File: src/rtl/bb_pkg.sv
// Shared constants and types for the bit-band alias translator.
// Assumes a 32-bit byte address space and 32-bit data words.
package bb_pkg;
    localparam int AW        = 32;               // address width
    localparam int DW        = 32;               // data width
    localparam int NREG      = 2;                // number of alias windows
    localparam int WIN_BITS  = 25;               // log2 of alias window size (32 MB)
    localparam int BIT_BITS  = $clog2(DW);       // bit index inside a word
    localparam int LANE_BITS = $clog2(DW / 8);   // byte lane inside a word
    localparam int IDX_LSB   = LANE_BITS;        // alias word index starts here
    localparam int BYTE_LSB  = LANE_BITS + 3;    // byte offset starts here in alias offset

    typedef enum logic {
        ST_IDLE  = 1'b0,
        ST_WRITE = 1'b1
    } seq_state_t;
endpackage

File: src/rtl/bb_decode.sv
// Alias window decoder.
// Compares the address with every alias window. On a hit it returns the
// word-aligned backing address and the bit index inside that word.
// Assumes the windows do not overlap and are aligned to their size.
module bb_decode
    import bb_pkg::*;
#(
    parameter logic [NREG-1:0][AW-1:0] WIN_BASE = {32'h4200_0000, 32'h2200_0000},
    parameter logic [NREG-1:0][AW-1:0] TGT_BASE = {32'h4000_0000, 32'h2000_0000}
) (
    input  logic [AW-1:0]       addr,
    output logic                hit,
    output logic [AW-1:0]       word_addr,
    output logic [BIT_BITS-1:0] bitpos
);
    localparam int BOFF_W = WIN_BITS - BYTE_LSB;

    logic [NREG-1:0]          match;
    logic [NREG-1:0][AW-1:0]  byte_addr;
    logic [AW-1:0]            sel_byte;

    // One comparator and target-byte adder per window.
    for (genvar g = 0; g < NREG; g++) begin : g_win
        assign match[g]     = (addr[AW-1:WIN_BITS] == WIN_BASE[g][AW-1:WIN_BITS]);
        assign byte_addr[g] = TGT_BASE[g] + AW'(addr[WIN_BITS-1:BYTE_LSB]);
    end

    // Select the target byte address of the matching window.
    always_comb begin
        sel_byte = '0;
        for (int i = 0; i < NREG; i++) begin
            if (match[i]) sel_byte = sel_byte | byte_addr[i];
        end
    end

    assign hit       = |match;
    assign word_addr = {sel_byte[AW-1:LANE_BITS], {LANE_BITS{1'b0}}};
    assign bitpos    = {sel_byte[LANE_BITS-1:0], addr[IDX_LSB+2:IDX_LSB]};

    logic unused_ok;
    assign unused_ok = ^{addr[IDX_LSB-1:0], BOFF_W[0]};
endmodule

File: src/rtl/bb_bitops.sv
// Single-bit extract and merge on a data word.
// Purely combinational. Assumes bitpos < DW.
module bb_bitops
    import bb_pkg::*;
(
    input  logic [DW-1:0]       word_in,
    input  logic [BIT_BITS-1:0] bitpos,
    input  logic                new_bit,
    output logic                bit_out,
    output logic [DW-1:0]       word_merged
);
    // Read the selected bit.
    assign bit_out = word_in[bitpos];

    // Replace only the selected bit.
    always_comb begin
        word_merged         = word_in;
        word_merged[bitpos] = new_bit;
    end
endmodule

File: src/rtl/bb_rmw_seq.sv
// Request steering and read-modify-write sequencer.
// Passes non-alias traffic straight through. Turns alias reads into
// single-bit reads and alias writes into a locked read-then-write.
// Assumes memory read data arrives one cycle after the read request and
// the upstream master holds its request until up_ready.
module bb_rmw_seq
    import bb_pkg::*;
(
    input  logic                clk,
    input  logic                rst_n,
    input  logic                up_valid,
    input  logic                up_write,
    input  logic [AW-1:0]       up_addr,
    input  logic [DW-1:0]       up_wdata,
    input  logic                alias_hit,
    input  logic [AW-1:0]       tgt_addr,
    input  logic [BIT_BITS-1:0] tgt_bitpos,
    input  logic [DW-1:0]       merged_word,
    input  logic                sel_bit,
    input  logic [DW-1:0]       mem_rdata,
    output logic [BIT_BITS-1:0] bitpos_q,
    output logic                newbit_q,
    output logic                up_ready,
    output logic                up_rvalid,
    output logic [DW-1:0]       up_rdata,
    output logic                mem_req,
    output logic                mem_write,
    output logic                mem_lock,
    output logic [AW-1:0]       mem_addr,
    output logic [DW-1:0]       mem_wdata
);
    seq_state_t    state;
    logic [AW-1:0] word_q;
    logic          rvalid_q;
    logic          ralias_q;
    logic          take_alias;

    assign take_alias = (state == ST_IDLE) && up_valid && alias_hit;

    // Drive memory and upstream handshake for the current cycle.
    always_comb begin
        mem_req   = up_valid;
        mem_write = up_write;
        mem_addr  = up_addr;
        mem_wdata = up_wdata;
        mem_lock  = 1'b0;
        up_ready  = 1'b1;
        if (state == ST_WRITE) begin
            mem_req   = 1'b1;
            mem_write = 1'b1;
            mem_addr  = word_q;
            mem_wdata = merged_word;
            mem_lock  = 1'b1;
        end else if (take_alias) begin
            mem_write = 1'b0;
            mem_addr  = tgt_addr;
            mem_wdata = '0;
            if (up_write) begin
                mem_lock = 1'b1;
                up_ready = 1'b0;
            end
        end
    end

    // Sequencer state and captured alias fields.
    always_ff @(posedge clk) begin
        if (!rst_n) begin
            state    <= ST_IDLE;
            word_q   <= '0;
            bitpos_q <= '0;
            newbit_q <= 1'b0;
            rvalid_q <= 1'b0;
            ralias_q <= 1'b0;
        end else begin
            rvalid_q <= (state == ST_IDLE) && up_valid && !up_write;
            ralias_q <= take_alias && !up_write;
            if (take_alias) begin
                word_q   <= tgt_addr;
                bitpos_q <= tgt_bitpos;
                newbit_q <= up_wdata[0];
            end
            if (take_alias && up_write) state <= ST_WRITE;
            else                        state <= ST_IDLE;
        end
    end

    assign up_rvalid = rvalid_q;
    assign up_rdata  = ralias_q ? {{(DW-1){1'b0}}, sel_bit} : mem_rdata;
endmodule

File: src/rtl/bb_xlat.sv
// Bit-band alias address translator, top level.
// Connects the window decoder, the sequencer and the bit operators.
// Only requests flagged as processor requests may use aliasing.
module bb_xlat
    import bb_pkg::*;
#(
    parameter logic [NREG-1:0][AW-1:0] WIN_BASE = {32'h4200_0000, 32'h2200_0000},
    parameter logic [NREG-1:0][AW-1:0] TGT_BASE = {32'h4000_0000, 32'h2000_0000}
) (
    input  logic          clk,
    input  logic          rst_n,
    input  logic          up_valid,
    input  logic          up_write,
    input  logic          up_cpu,
    input  logic [31:0]   up_addr,
    input  logic [31:0]   up_wdata,
    output logic          up_ready,
    output logic          up_rvalid,
    output logic [31:0]   up_rdata,
    output logic          mem_req,
    output logic          mem_write,
    output logic          mem_lock,
    output logic [31:0]   mem_addr,
    output logic [31:0]   mem_wdata,
    input  logic [31:0]   mem_rdata
);
    logic                win_hit;
    logic [AW-1:0]       tgt_addr;
    logic [BIT_BITS-1:0] tgt_bitpos;
    logic [BIT_BITS-1:0] bitpos_q;
    logic                newbit_q;
    logic                sel_bit;
    logic [DW-1:0]       merged_word;

    bb_decode #(.WIN_BASE(WIN_BASE), .TGT_BASE(TGT_BASE)) u_decode (
        .addr      (up_addr),
        .hit       (win_hit),
        .word_addr (tgt_addr),
        .bitpos    (tgt_bitpos)
    );

    bb_bitops u_bitops (
        .word_in     (mem_rdata),
        .bitpos      (bitpos_q),
        .new_bit     (newbit_q),
        .bit_out     (sel_bit),
        .word_merged (merged_word)
    );

    bb_rmw_seq u_seq (
        .clk         (clk),
        .rst_n       (rst_n),
        .up_valid    (up_valid),
        .up_write    (up_write),
        .up_addr     (up_addr),
        .up_wdata    (up_wdata),
        .alias_hit   (win_hit && up_cpu),
        .tgt_addr    (tgt_addr),
        .tgt_bitpos  (tgt_bitpos),
        .merged_word (merged_word),
        .sel_bit     (sel_bit),
        .mem_rdata   (mem_rdata),
        .bitpos_q    (bitpos_q),
        .newbit_q    (newbit_q),
        .up_ready    (up_ready),
        .up_rvalid   (up_rvalid),
        .up_rdata    (up_rdata),
        .mem_req     (mem_req),
        .mem_write   (mem_write),
        .mem_lock    (mem_lock),
        .mem_addr    (mem_addr),
        .mem_wdata   (mem_wdata)
    );
endmodule

File: config.mk
export PLATFORM = sky130hd
export DESIGN_NAME = bb_xlat
export DESIGN_NICKNAME = d
export VERILOG_FILES = /design/src/rtl/bb_pkg.sv /design/src/rtl/bb_decode.sv /design/src/rtl/bb_bitops.sv /design/src/rtl/bb_rmw_seq.sv /design/src/rtl/bb_xlat.sv
export SDC_FILE = /design/constraint.sdc
export NUM_CORES = 1
export LEC_CHECK = 0
export ABC_AREA = 1
export BUFFER_PORTS_ARGS = -buffer_cell sky130_fd_sc_hd__buf_2
export CAP_MARGIN = 10
export CORE_UTILIZATION = 40
export CTS_BUF_LIST = sky130_fd_sc_hd__clkbuf_8
export CTS_CLUSTER_SIZE = 8
export DETAILED_ROUTE_END_ITERATION = 10
export GPL_TIMING_DRIVEN = 0
export PLACE_DENSITY = 0.74
export SYNTH_ARGS = -nofsm -noshare
export SYNTH_HDL_FRONTEND = slang
export SYNTH_HIERARCHICAL = 1
export SYNTH_SLANG_ARGS = --single-unit
File: constraint.sdc
create_clock -name clk -period 1.44 [get_ports clk]
set_input_delay 0.072 -clock clk [delete_from_list [all_inputs] [get_ports clk]]
set_output_delay 0.072 -clock clk [all_outputs]
set_load 0.02 [all_outputs]
## Yosys cells after proc, flatten, opt, wreduce, memory -nomap -nowiden

Cells that the tools add are included.

| word-level totals | value |
|---|---|
| register bits after elaboration | 39 |

| operators by class | value |
|---|---|
| order comparisons | 2 |
| mux-type cells | 22 |
| reductions and logical operators | 9 |
| equality and inequality tests | 2 |
| bitwise logic cells | 2 |
| $add $sub $neg | 2 |

Operator list:

| kind | count |
|---|---|
| 32-bit 2-to-1 mux | 7 |
| 31-bit by 20-bit adder with 32-bit output (first input constant) | 1 |
| 32-bit bitwise mux | 1 |
| 32-bit OR | 1 |
| 30-bit by 20-bit adder with 31-bit output (first input constant) | 1 |
| 1-bit 2-to-1 mux | 12 |
| 7-bit by 5-bit == test with 1-bit output (second input constant) | 1 |
| 7-bit by 6-bit == test with 1-bit output (second input constant) | 1 |
| 1-bit logical AND | 7 |
| 5-bit by 6-bit < comparator with 1-bit output (second input constant) | 1 |
| 1-bit binary-select mux with 5-bit select | 1 |
| 1-bit demux with 5-bit select | 1 |
| 5-bit by 1-bit greater-or-equal comparator with 1-bit output (second input constant) | 1 |
| 2-bit OR reduction | 1 |
| 1-bit logical NOT | 1 |
| 1-bit inverter | 1 |

## Depth between registers and ports, before layout

| depth | value |
|---|---|
| depth in word-level cells | 6 |
| depth in mapped cells | 14 |
| gate-level depth less buffers | 11 |

## Hierarchy

The synthesis kept the hierarchy.

Modules (own cells, without submodules):

| module | cells an instance | area each (um2) | seq. area each (um2) | instances |
|---|---|---|---|---|
| bb_rmw_seq | 465 | 2731.4 | 820.8 | 1 |
| bb_bitops | 201 | 900.9 | 0.0 | 1 |
| bb_decode | 101 | 556.8 | 0.0 | 1 |
| bb_xlat | 2 | 7.5 | 0.0 | 1 |

## Worst setup path before layout

OpenSTA, ideal clock, no wires.

| timing | value |
|---|---|
| kind | input-to-output |
| start point | in up_addr[26] |
| end point | out mem_lock |
| data required time | 1.368 ns |
| slack | -0.137 ns |
| data arrival time | 1.505 ns |
| stages | 14 |
| path buffers | 3 |
| path through | inv_2 -> nand2_2 -> nor2_8 -> buf_6 -> nand2_1 -> nand2_1 -> nand2_1 -> inv_1 -> buf_2 -> nand3_2 -> buf_4 -> inv_4 -> nand2_1 -> nand2_1 |

| on the way | value |
|---|---|
| word-level cells in the longest chain between the ends | 6 |
| elaborated cells between the ends (all ways) | 7 |
| those cells by class | eq/ne: 2; mux: 2; reduce/logical: 3 |

RTL lines:

| item | line | text |
|---|---|---|
| start, declared | bb_xlat.sv:15 | `input logic [31:0] up_addr,` |
| 7-bit by 5-bit == test with 1-bit output / 7-bit by 6-bit == test with 1-bit output (equally long branches) | bb_decode.sv:24 | `assign match[g] = (addr[AW-1:WIN_BITS] == WIN_BASE[g][AW-1:WIN_BITS]);` |
| 2-bit OR reduction (*) | bb_decode.sv:36 | `assign hit = \|match;` |
| named net win_hit | bb_xlat.sv:27 | `logic win_hit;` |
| 1-bit logical AND (*) | bb_xlat.sv:57 | `.alias_hit (win_hit && up_cpu),` |
| 1-bit logical AND (*) | bb_rmw_seq.sv:38 | `assign take_alias = (state == ST_IDLE) && up_valid && alias_hit;` |
| 1-bit 2-to-1 mux (*) | bb_rmw_seq.sv:54 | `end else if (take_alias) begin` |
| 1-bit 2-to-1 mux (*) | bb_rmw_seq.sv:48 | `if (state == ST_WRITE) begin` |
| end, declared | bb_xlat.sv:22 | `output logic mem_lock,` |

The timed path passes the listed nets; every way through them passes the cells marked *.

## Final worst setup path

| timing | value |
|---|---|
| start point | reg u_seq.bitpos_q[0] |
| end point | out up_rdata[0] |

| on the way | value |
|---|---|
| word-level cells in the longest chain between the ends | 3 |

RTL lines:

| item | line | text |
|---|---|---|
| start, declared | bb_rmw_seq.sv:21 | `output logic [BIT_BITS-1:0] bitpos_q,` |
| start signal, assigned | bb_rmw_seq.sv:79 | `bitpos_q <= tgt_bitpos;` |
| 1-bit binary-select mux with 5-bit select | bb_bitops.sv:13 | `assign bit_out = word_in[bitpos];` |
| 1-bit 2-to-1 mux (implied by the code) | bb_bitops.sv:13 |  |
| named net sel_bit | bb_xlat.sv:32 | `logic sel_bit;` |
| 32-bit 2-to-1 mux | bb_rmw_seq.sv:88 | `assign up_rdata = ralias_q ? {{(DW-1){1'b0}}, sel_bit} : mem_rdata;` |
| end, declared | bb_xlat.sv:19 | `output logic [31:0] up_rdata,` |

The timed path passes the listed nets, and every way through them passes these cells. The select of a mux whose other input is x is not followed.

==> results.md <==
* Worst Hold Path Cells at 3
* Initial antenna violation count at 0
* Reg2reg start: u_seq/state
* Total gr overflow at 0
* Starting Density at 0.410
* Comb pwr share at 0.365
* Most common cell after layout, fill and taps aside: nand2_1
* Pre-CTS WS at -0.515 ns
* Post-Syn Area per Cell at 5.46 µm²
* Ratio of cells with drive above 1 in the final layout at 0.482
* Failing checks: setup timing
* Synthesis-stage register bit count at 41
* Crit. End Element: output port
* Worst Setup Start Kind: register
* Fmax at 501 MHz
* Reg clk slew, reported paths at 0.09 ns
* Most frequent cells in the layout: nand2_1 (199), buf_2 (146), buf_4 (90), buf_6 (89), nor2_1 (85)
* R2r setup slk at 0.13 ns
* Setup TNS at -20.68 ns
* Die area at 0.0109 mm²
* RePlAce Congestion at 0.933
* Vias in the first global route at 6,063
* Hold_sp: up_wdata[0]
* Tightest Pin Transition at 0.616 ns
* Leakage at 3.87 nW
* Largest net degree at the start of global routing at 14
* Reg2Reg Depth at 6
* Filler cells at 747
* Initial drt markers at 614
* Antenna cells at 0
* Drt drc at 0
* Boundary Pins at 202
* CP arrival at 1.92 ns
* Fin. max-slew vios at 0
* Cells after synthesis at 769
* Drt pass-1 iters at 5
* Global-route wire length before repair at 29,300 µm
* Clk sinks at 41
* # setup viols final at 73
* Share of the clock period used by the worst path at 1.39
* Peak supply drop at 0.498 mV
* Die Y at 104 µm
* Power Density at 436 mW/mm²
* Hpwl dp at 12,200 µm
* CTS tree: built
* Min-Delay Path Class: input pin to register
* RSZ-0062 raised after global routing: yes
* GRT Total Usage at 0.329
* Crit Path Class: register to output port
* Clock Path Buffers at 2
* DRT Wirelength at 20,100 µm
* Leading area contributor after synthesis: dfxtp_1
* Fin. Hold Viols at 0
* Max Cap Viol at 0
* Final net count at 1,170
* Worst EP required at 1.37 ns
* Synth-to-layout area growth at 84.3%
* # rows at 37
* Switch Pwr at 0.00112 W
* Avg WL per Cell at 16.7 µm
* CTS H-tree lvls at 2
* Via count at 6,751
* Core Footprint at 0.0102 mm²
* Worst reg2reg endpoint: u_seq/word_q[11]
* Sequential power share at 0.335
* Sw frac at 0.333
* Sequential area share after synthesis at 0.196
* Crit-path max FO at 7
* Status: finished with violations
* Placed Cells at 1,116
* Chip width at 104 µm
* Fin cells at 1,206
* Latest clock arrival within the worst-skew pair at 0.31 ns
* CTS root buffer: clkbuf_8
* Fin Clk Skew at 0.0126 ns
* Vias per cell at 5.60
* Worst Hold End: u_seq/newbit_q
* Synth top area share at 0.196
* Mapped Area at 0.00420 mm²
* CP Launch Point: u_seq/bitpos_q[0]
* P_int at 0.00225 W
* CTS buffer count at 5
* Worst setup margin at -0.555 ns
* Area contributors post-synth: dfxtp_1 (20%), nand2_1 (19%), a21oi_1 (14%), nor2_1 (9.1%), nand3_1 (8.9%)
* Slew headroom at 0.590
* Total number of yosys warnings at 6
* Synth cell types at 27
* Clk pwr share at 0.300
* Fin crit period at 2.00 ns
* Port Buf Inserts at 200
* ANT nets after route at 0
[cell families after synthesis]
family | share of synthesized area
AOI/OAI and AO/OA | 0.189
buffers and inverters | 0.157
DFF | 0.196
muxes | 0.00268
other | 0.000894
and+or+nand+nor | 0.455
[cell usage after synthesis]
master and instances:
buf_6 4, clkbuf_1 14, mux2_2 1, nor3b_2 1, inv_2 3, a31oi_1 17
nor2_2 2, inv_4 1, nand3_1 75, nor4_1 1, nor3_1 2, nand3_2 1
nor2_8 1, buf_1 2, buf_4 24, buf_2 31, nor2_1 102, inv_1 52
nand2_2 3, nand2_1 216, dfxtp_1 41, o21ai_0 16, conb_1 1, nor3_4 3
a21oi_1 121, clkinv_1 2, nand4_1 32
[timing repair]
action	in CTS	in global routing
hold buffers	0	0
setup buffers	56	27
gates cloned	11	3
pin swaps	87	76
endpoints found under the setup margin	89	92
gates resized for setup	299	123
[metrics by stage]
stage | hold slack [ns] | area, µm² | util | power (W)
after floorplan | 0.150 | 4360 | - | 0.00171
after global placement | 0.315 | 5530 | 0.540 | 0.00210
after detailed placement | 0.321 | 5530 | 0.540 | 0.00210
after CTS | 0.0192 | 7190 | 0.703 | 0.00327
after global routing | 0.0406 | 7730 | 0.756 | 0.00351
final | 0.0477 | 7730 | 0.756 | 0.00337
[routing by layer]
metal  vias up  global-route usage  share of wire
li1       3114                   -              -
met1      3018               0.371           0.34
met2       498               0.607           0.50
met3       121              0.0476          0.099
met4         0               0.143          0.053
met5         -                   0              0
[power by group through the flow]
stage          clock network [W]  registers [W]  logic [W]
4_1_cts                  0.00102        0.00113    0.00112
6_report                 0.00101        0.00113    0.00123
2_1_floorplan                  0        0.00117   0.000549
3_3_place_gp                   0        0.00116   0.000931
3_5_place_dp                   0        0.00116   0.000934
5_1_grt                  0.00108        0.00113    0.00130
[worst max path at each step]
| stage | end | slack [ns] | cells after the start |
|---|---|---|---|
| 4_1_cts | up_rdata[0] | -0.40 | 11 |
| 3_5_place_dp | mem_addr[20] | -0.51 | 15 |
| 5_1_grt | up_rdata[0] | -0.62 | 12 |
| 2_1_floorplan | mem_addr[10] | -0.02 | 12 |
| 3_3_place_gp | mem_addr[20] | -0.52 | 15 |
| 6_report | up_rdata[0] | -0.56 | 12 |
[flip-flops by register name (all words and copies together) (netlist names)]
register	flops
u_seq/bitpos_q	5
u_seq/up_rvalid	1
u_seq/ralias_q	1
u_seq/word_q	32
u_seq/state	1
u_seq/newbit_q	1
[layout make-up]
| class | instances | area [µm²] | share of cell area |
|---|---|---|---|
| timing repair buffer | 286 | 2240 | 0.289 |
| inverter | 58 | 267 | 0.0345 |
| buffer | 71 | 607 | 0.0785 |
| clock buffer | 6 | 82.6 | 0.0107 |
| sequential | 41 | 842 | 0.109 |
| tap | 136 | 170 | 0.0220 |
| clock inverter | 2 | 37.5 | 0.00485 |
| multi-input combinational | 606 | 3490 | 0.451 |
[worst max-delay path: stages (launching register included)]
cell     delay [ns]
dfxtp_4        0.44
inv_6          0.06
buf_6          0.14
nand2_1        0.05
nand2_1        0.05
nand2_1        0.07
nand2_1        0.06
nand2_1        0.12
nand2_1        0.08
nor2_2         0.09
nand2_1        0.07
mux2_4         0.26
buf_6          0.13
Note: power is estimated with default switching activity, not from simulation.
